`config.mk`:
```
export PLATFORM = sky130hd
export DESIGN_NAME = wake_addr_decoder
export DESIGN_NICKNAME = d
export VERILOG_FILES = /design/src/rtl/wkd_pkg.sv /design/src/rtl/wkd_sync.sv /design/src/rtl/wkd_oneshot.sv /design/src/rtl/wkd_frame_match.sv /design/src/rtl/wake_addr_decoder.sv
export SDC_FILE = /design/constraint.sdc
export NUM_CORES = 1
export LEC_CHECK = 0
export ABC_AREA = 1
export BUFFER_PORTS_ARGS = -buffer_cell sky130_fd_sc_hd__buf_2
export CORE_MARGIN = 8
export CORE_UTILIZATION = 55
export DETAILED_ROUTE_END_ITERATION = 12
export PLACE_DENSITY = 0.76
export SYNTH_ARGS = -nofsm -noshare
export SYNTH_HDL_FRONTEND = slang
export SYNTH_HIERARCHICAL = 1
export SYNTH_SLANG_ARGS = --single-unit
```
`constraint.sdc`:
```
create_clock -name clk -period 3.05 [get_ports clk]
set_input_delay 0.61 -clock clk [delete_from_list [all_inputs] [get_ports clk]]
set_output_delay 0.61 -clock clk [all_outputs]
set_load 0.03 [all_outputs]
```
`src/rtl/wkd_pkg.sv`:
```
package wkd_pkg;
    typedef enum logic {
        OSH_IDLE = 1'b0,
        OSH_RUN  = 1'b1
    } osh_state_e;

    typedef enum logic {
        MT_ARMED = 1'b0,
        MT_FIRED = 1'b1
    } mt_state_e;
endpackage

```
`src/rtl/wkd_sync.sv`:
```
module wkd_sync #(
    parameter bit INVERT = 1'b0
) (
    input  logic clk,
    input  logic rst_n,
    input  logic raw_in,
    output logic level_o,
    output logic rise_o
);
    logic meta_q, sync_q, lvl_q;
    logic lvl;

    always_ff @(posedge clk or negedge rst_n) begin
        if (!rst_n) begin
            meta_q <= INVERT;
            sync_q <= INVERT;
            lvl_q  <= 1'b0;
        end else begin
            meta_q <= raw_in;
            sync_q <= meta_q;
            lvl_q  <= lvl;
        end
    end

    assign lvl     = sync_q ^ INVERT;
    assign level_o = lvl;
    assign rise_o  = lvl & ~lvl_q;
endmodule

```
`src/rtl/wkd_oneshot.sv`:
```
module wkd_oneshot
    import wkd_pkg::*;
#(
    parameter int LEN = 6
) (
    input  logic clk,
    input  logic rst_n,
    input  logic rise_i,
    output logic sample_o,
    output logic busy_o
);
    localparam int CW = (LEN > 2) ? $clog2(LEN) : 1;
    localparam logic [CW-1:0] LOAD = CW'(LEN - 1);

    osh_state_e state_q, state_d;
    logic [CW-1:0] cnt_q;

    always_ff @(posedge clk or negedge rst_n) begin
        if (!rst_n) state_q <= OSH_IDLE;
        else        state_q <= state_d;
    end

    always_comb begin
        state_d = state_q;
        unique case (state_q)
            OSH_IDLE: if (rise_i) state_d = OSH_RUN;
            OSH_RUN: begin
                if (rise_i)           state_d = OSH_RUN;
                else if (cnt_q == '0) state_d = OSH_IDLE;
            end
        endcase
    end

    always_ff @(posedge clk or negedge rst_n) begin
        if (!rst_n)                                cnt_q <= '0;
        else if (rise_i)                           cnt_q <= LOAD;
        else if (state_q == OSH_RUN && cnt_q != '0) cnt_q <= cnt_q - 1'b1;
    end

    always_comb begin
        sample_o = (state_q == OSH_RUN) && !rise_i && (cnt_q == '0);
        busy_o   = (state_q == OSH_RUN);
    end
endmodule

```
`src/rtl/wkd_frame_match.sv`:
```
module wkd_frame_match
    import wkd_pkg::*;
#(
    parameter int ADDR_W   = 8,
    parameter int TRIG_LEN = 4,
    localparam int FRAME_W = ADDR_W + TRIG_LEN + 2
) (
    input  logic              clk,
    input  logic              rst_n,
    input  logic              sample_i,
    input  logic              level_i,
    input  logic [ADDR_W-1:0] node_addr_i,
    output logic [FRAME_W-1:0] frame_o,
    output logic              wake_o
);
    localparam int ADDR_LO = TRIG_LEN + 1;
    localparam int ADDR_HI = TRIG_LEN + ADDR_W;

    logic [FRAME_W-1:0] frame_q;
    logic trig_ok, addr_ok, sep_ok, match;
    mt_state_e state_q, state_d;
    logic wake_q;

    always_ff @(posedge clk or negedge rst_n) begin
        if (!rst_n)        frame_q <= '0;
        else if (sample_i) frame_q <= {frame_q[FRAME_W-2:0], level_i};
    end

    always_comb begin
        trig_ok = &frame_q[TRIG_LEN-1:0];
        addr_ok = &(~(frame_q[ADDR_HI:ADDR_LO] ^ node_addr_i));
        sep_ok  = !frame_q[TRIG_LEN] && !frame_q[FRAME_W-1];
        match   = trig_ok && addr_ok && sep_ok;
    end

    always_ff @(posedge clk or negedge rst_n) begin
        if (!rst_n) state_q <= MT_ARMED;
        else        state_q <= state_d;
    end

    always_comb begin
        state_d = state_q;
        unique case (state_q)
            MT_ARMED: if (match)  state_d = MT_FIRED;
            MT_FIRED: if (!match) state_d = MT_ARMED;
        endcase
    end

    always_ff @(posedge clk or negedge rst_n) begin
        if (!rst_n) wake_q <= 1'b0;
        else        wake_q <= (state_q == MT_ARMED) && match;
    end

    assign wake_o  = wake_q;
    assign frame_o = frame_q;
endmodule

```
`src/rtl/wake_addr_decoder.sv`:
```
module wake_addr_decoder #(
    parameter int ADDR_W      = 8,
    parameter int TRIG_LEN    = 4,
    parameter int ONESHOT_CYC = 6,
    parameter bit INVERT      = 1'b0
) (
    input  logic              clk,
    input  logic              rst_n,
    input  logic              carrier_in,
    input  logic [ADDR_W-1:0] node_addr,
    output logic              wake_pulse
);
    localparam int FRAME_W = ADDR_W + TRIG_LEN + 2;

    logic level, rise, sample, busy;
    logic [FRAME_W-1:0] frame_q;

    wkd_sync #(.INVERT(INVERT)) u_sync (
        .clk(clk), .rst_n(rst_n), .raw_in(carrier_in),
        .level_o(level), .rise_o(rise)
    );

    wkd_oneshot #(.LEN(ONESHOT_CYC)) u_oneshot (
        .clk(clk), .rst_n(rst_n), .rise_i(rise),
        .sample_o(sample), .busy_o(busy)
    );

    wkd_frame_match #(.ADDR_W(ADDR_W), .TRIG_LEN(TRIG_LEN)) u_match (
        .clk(clk), .rst_n(rst_n), .sample_i(sample), .level_i(level),
        .node_addr_i(node_addr), .frame_o(frame_q), .wake_o(wake_pulse)
    );
endmodule

```
Yosys cells after proc, flatten, opt, wreduce, memory -nomap -nowiden
Index checks and enable logic that the tools add are counted.

Register bits: 23. Bits in latches: 0. RAM bits: 0. ROM bits: 0. Bits of input ports: 11. Output and inout port bits: 1. Word-level logic and storage cells: 37. Memories: 0.

Add/sub/neg operators: 1. $mul: 0. Divide/modulo/power cells: 0. Magnitude comparators: 0. Equality and inequality tests: 0. Shift-type cells: 0. Muxes and demuxes: 7. Bitwise logic cells: 6. Reduce and logical (&&, ||, !) cells: 15.

Operators by type and width (number): $not 8->8 (1); $reduce_and 8->1 (1); $xor 8x8->8 (1); $logic_and 1x1->1 (7); $mux 3 (2); $mux 1 (4); $reduce_and 4->1 (1); $logic_not 1->1 (3); $logic_not 3->1 (1); $not 1->1 (3); $reduce_bool 3->1 (1); $sub 3x1->3 const B (1); $pmux 1 s2 (1); $reduce_bool 2->1 (1); $and 1x1->1 (1).

Logic depth before layout (Yosys ltp)
Depth in word-level cells: 6. Gate-level depth with buffers: 9. Mapped depth without buffers: 7.

Cells and area by module
The synthesis kept the hierarchy.

By module, submodules not included: wkd_frame_match (times used 1, cells each 98, area each 750.7 sq um); wkd_oneshot (times used 1, cells each 27, area each 217.7 sq um); wkd_sync (times used 1, cells each 5, area each 85.1 sq um).

Least setup slack after synthesis
Ideal clock, no wire load.

Path kind: register -> register. Start: register u_oneshot.cnt_q[0]. End: register u_match.frame_q[2], in the netlist u_match/frame_o[2]. Setup time: 125 ps. Data arrival time: 1272 ps. Required time: 2925 ps. Path slack: 1653 ps. Cell stages (with the launch flop): 7. Period minus slack after synthesis: 1397 ps. Cell sequence: dfrtp_1 > inv_1 > ha_1 > nand2_2 > nor2_1 > buf_2 > mux2_2.

Word-level cells in the longest chain between the ends: 2.

Ends and longest elaborated chain: start: declaration (RTL line wkd_oneshot.sv:16) `logic [CW-1:0] cnt_q;`; start signal: assignment (RTL line wkd_oneshot.sv:37) `else if (state_q == OSH_RUN && cnt_q != '0) cnt_q <= cnt_q - 1'b1;`; $logic_not 3->1 (RTL line wkd_oneshot.sv:41) `sample_o = (state_q == OSH_RUN) && !rise_i && (cnt_q == '0);`; $logic_and 1x1->1 (RTL line wkd_oneshot.sv:41); net sample (RTL line wake_addr_decoder.sv:15) `logic level, rise, sample, busy;`; end signal: assignment (RTL line wkd_frame_match.sv:26) `else if (sample_i) frame_q <= {frame_q[FRAME_W-2:0], level_i};`; end: declaration (RTL line wkd_frame_match.sv:19) `logic [FRAME_W-1:0] frame_q;`.

The timed path passes the listed nets, and every way through them passes these cells. A chain may end at the register's enable or synchronous reset.

Worst setup path in the final report
Start: register u_oneshot.cnt_q[0]. End: register u_match.frame_q[11], in the netlist u_match/frame_o[11].

Same word-level chain as after synthesis.

==> results.txt <==
- Starting DRT DRC Count: 34
- Sum of routed wire length over all layers: around 1800 µm
- CTS placed an instance of clkbuf_4 at the clock tree root.
* Seq cells post-synth: 23
- Proportion of synthesized chip area in sequential cells: between 50% and 60%
* Setup Viol. Count Final: 0
- Accumulated negative setup slack: 0 ns
- Dividing the synthesized area by the synthesized cell count gives around 8.1 µm².
* Multi-input combinational cell area: 374 µm²
- Total placed instance area: between 1000 and 1500 µm²
- Leading cell types by count after synthesis: nand2_1 (37), dfrtp_1 (23), inv_1 (23)
- Category of the most critical setup path: flop to flop
- Setup crit end kind: flop
- The floorplan step set the die height to around 60 µm.
- Number of max-capacitance violations reported: 0
- Data on the critical path is required at its endpoint by between 3 and 4 ns.
- GR Util All Layers: around 11%
- Number of hold-slack violations in the final timing report: 0
- For this run, design rule violations remaining after detail routing come to 0.
* Leak pwr: 0.000623 µW
- 12 I/O pins were placed.
- Syn_nets: about 140
- Number of standard cells in the final layout excluding fillers: 170
* Arrival time at the worst endpoint: between 2 and 2.5 ns
- Fraction of layout instances using a drive strength above 1: approximately 15%
- Once the floorplan was initialized, standard cells occupied between 50% and 60% of the core.
- Synthesis produced 130 cells.
- Die Footprint: 3570 µm²
- Fraction of registers with async set/reset: 100%
- In this run the tool buffered the top-level ports with 11 buffer cells.
- The number of antenna violations at the first check in global routing is 0.
- Detailed Routing Iterations Pass 1: 4
- The congestion estimate from routability-driven global placement came to roughly 0.76.
* Maximum root-to-sink buffer count: 2
- The first global-routing pass estimated between 3000 and 4000 µm of wire.
- Postcts setup bufs: 0
* CTS hold repair buffers: 0
- On the final layout, the worst hold slack is 0.258 ns.
- After detailed routing, the average wire length per cell comes to 10.5 µm.
- Number of cells after detailed placement: ~170
- In the routed layout, each cell is associated on average with a via count of 4.76.
* Total clock buffers created by CTS: 3
* RSZ-0062 raised after global routing: false
- Global-route congestion overflow total: 0
- The number of global-route vias before repair was 764.
* Clock skew after layout: approximately 0.0012 ns
- The worst setup path is launched from a flop.
- At the pin with the least slew margin, the transition time is around 0.78 ns.
- Biggest area contributors in the synthesized netlist: dfrtp_1 (55%), nand2_1 (13%), inv_1 (8.2%)
* Count of flip-flops with a built-in enable after synthesis: 0
* Fill cell total of the finished layout: between 150 and 200
- Floorplan Core Area: roughly 1900 µm²
- Count of pins over their slew limit: 0
* H-tree levels: 1
- Clk Latency, worst-skew pair: ~0.3 ns
- Among all cell types in the netlist, the one instantiated most often is nand2_1.
* Post-route cell area: between 1000 and 1500 µm²
- CTS tree: done
* Clock-pin slew reported for the worst setup and hold paths after clock tree synthesis: between 0.1 and 0.15 ns
- Hold WC Path Type: input pin to async pin
- dfrtp_1 takes more of the synthesized area than any other cell.
- The net count of the finished layout is 157.
- The mapped netlist covers roughly 1100 µm².
- In this run the remaining antenna-violating nets after routing total 0.
* Portion of synthesized cell area occupied by the leading cell type: 54.6%
- During synthesis, Yosys emitted a total of 6 warnings.
- The wire-length estimate of the detail-placed layout is 1390 µm.
* Maximum clock frequency: about 520 MHz
- Run status: complete, no violations
* Final critical delay including setup and external delays: roughly 1.9 ns
* Area growth syn-to-layout: 9.98%
- Cell row count: 16
- Gates resized during post-CTS repair numbered 0.
- The worst-case IR drop observed on VDD is 0.000496 V.
- 0 antenna diodes ended up in the layout.
* Power density of the placed cells: 826 nW/µm²
- Utilization of the core after routing: between 60% and 70%
* Die W: about 60 µm
- Crit-path max FO: 14
* Cell variety after synth: 16
* Seq. cell area: ~580 µm²
- Via Count: between 800 and 900
- Maximum number of pins on one net before global-route repair: 24
- Clk sinks: 23
- Relative slew margins: 47.6%
* Final critical-path share of the clock period: ~63%
* Main synth FF type: dfrtp_1
worst max-delay path, cell delays in order (launching register included):
cell	delay, ns
dfrtp_1	0.40
inv_1	0.10
ha_1	0.19
nand2_2	0.09
nor2_1	0.62
buf_4	0.31
nand2_1	0.07
o21ai_0	0.08
through the flow:
| stage | total power (µW) | setup slack [ns] |
|---|---|---|
| final | 957 | 1.13 |
| after global routing | 1050 | 0.891 |
| after CTS | 971 | 1.12 |
| after detailed placement | 834 | 1.14 |
| after global placement | 808 | 1.26 |
| after floorplan | 751 | 1.65 |
where the power goes:
group	internal (µW)	switching, µW	leakage (µW)
sequential	420	82.4	0.000282
clock	50.9	81.8	0.0000150
combinational	129	193	0.000326
routing by layer:
metal	global-route usage (%)	part of all wire (%)	routed length, µm	up-vias
met5	0	0	0	-
met4	5.10	1.3	23	0
met3	2.37	4.0	72	4
met2	19.2	49	868	12
met1	13.0	46	816	376
li1	-	-	-	417
flip-flops by register name, summed over array words and instances (netlist names):
name              cells
u_oneshot/cnt_q       3
u_sync/lvl_q          1
u_oneshot/busy_o      1
u_sync/level_o        1
u_match/frame_o      14
u_sync/meta_q         1
u_match/wake_o        1
u_match/state_q       1
path summary, 6_finish.rpt:
| check | from | to | slack, ns | depth (start not counted) |
|---|---|---|---|---|
| worst max-delay path | u_oneshot/cnt_q[0] | u_match/frame_o[11] | 1.13 | 7 |
| worst min-delay path | rst_n | u_oneshot/cnt_q[2] | 0.26 | 1 |
| worst max register to register | u_oneshot/cnt_q[0] | u_match/frame_o[11] | 1.13 | 7 |
| worst min register to register | u_sync/meta_q | u_sync/level_o | 0.37 | 0 |
| max in group asynchronous | rst_n | u_match/frame_o[1] | 2.46 | 1 |
| min in group clk | u_sync/meta_q | u_sync/level_o | 0.37 | 0 |
placed cells by master (no fill, tap or decap):
cell type  instances
nand2_2            2
nand4_1            1
o21ai_0            8
nor2_2             2
dfrtp_1           23
o21ai_1            1
inv_1             23
mux2_2             1
a21oi_1            5
clkbuf_4           3
nor3_2             1
buf_4              1
nor2_1            14
nand2_1           37
clkbuf_1           1
ha_1               2
buf_2             11
nand3_1            7
cell families after synthesis:
group           Yosys count  share of synthesized area, %
mux                       1                          1.07
compound gates           14                          6.65
fa+ha+maj                 2                          2.37
flops                    23                          54.6
simple gates             64                          25.4
buf+inv                  26                          9.86
area by class of cell:
cell class | instances | area share, %
multi-input combinational | 81 | 32.3
tap | 27 | 2.92
inverter | 23 | 7.45
clock buffer | 4 | 2.27
sequential | 23 | 49.7
timing repair buffer | 12 | 5.40
Power figures use the tool's default switching activity.
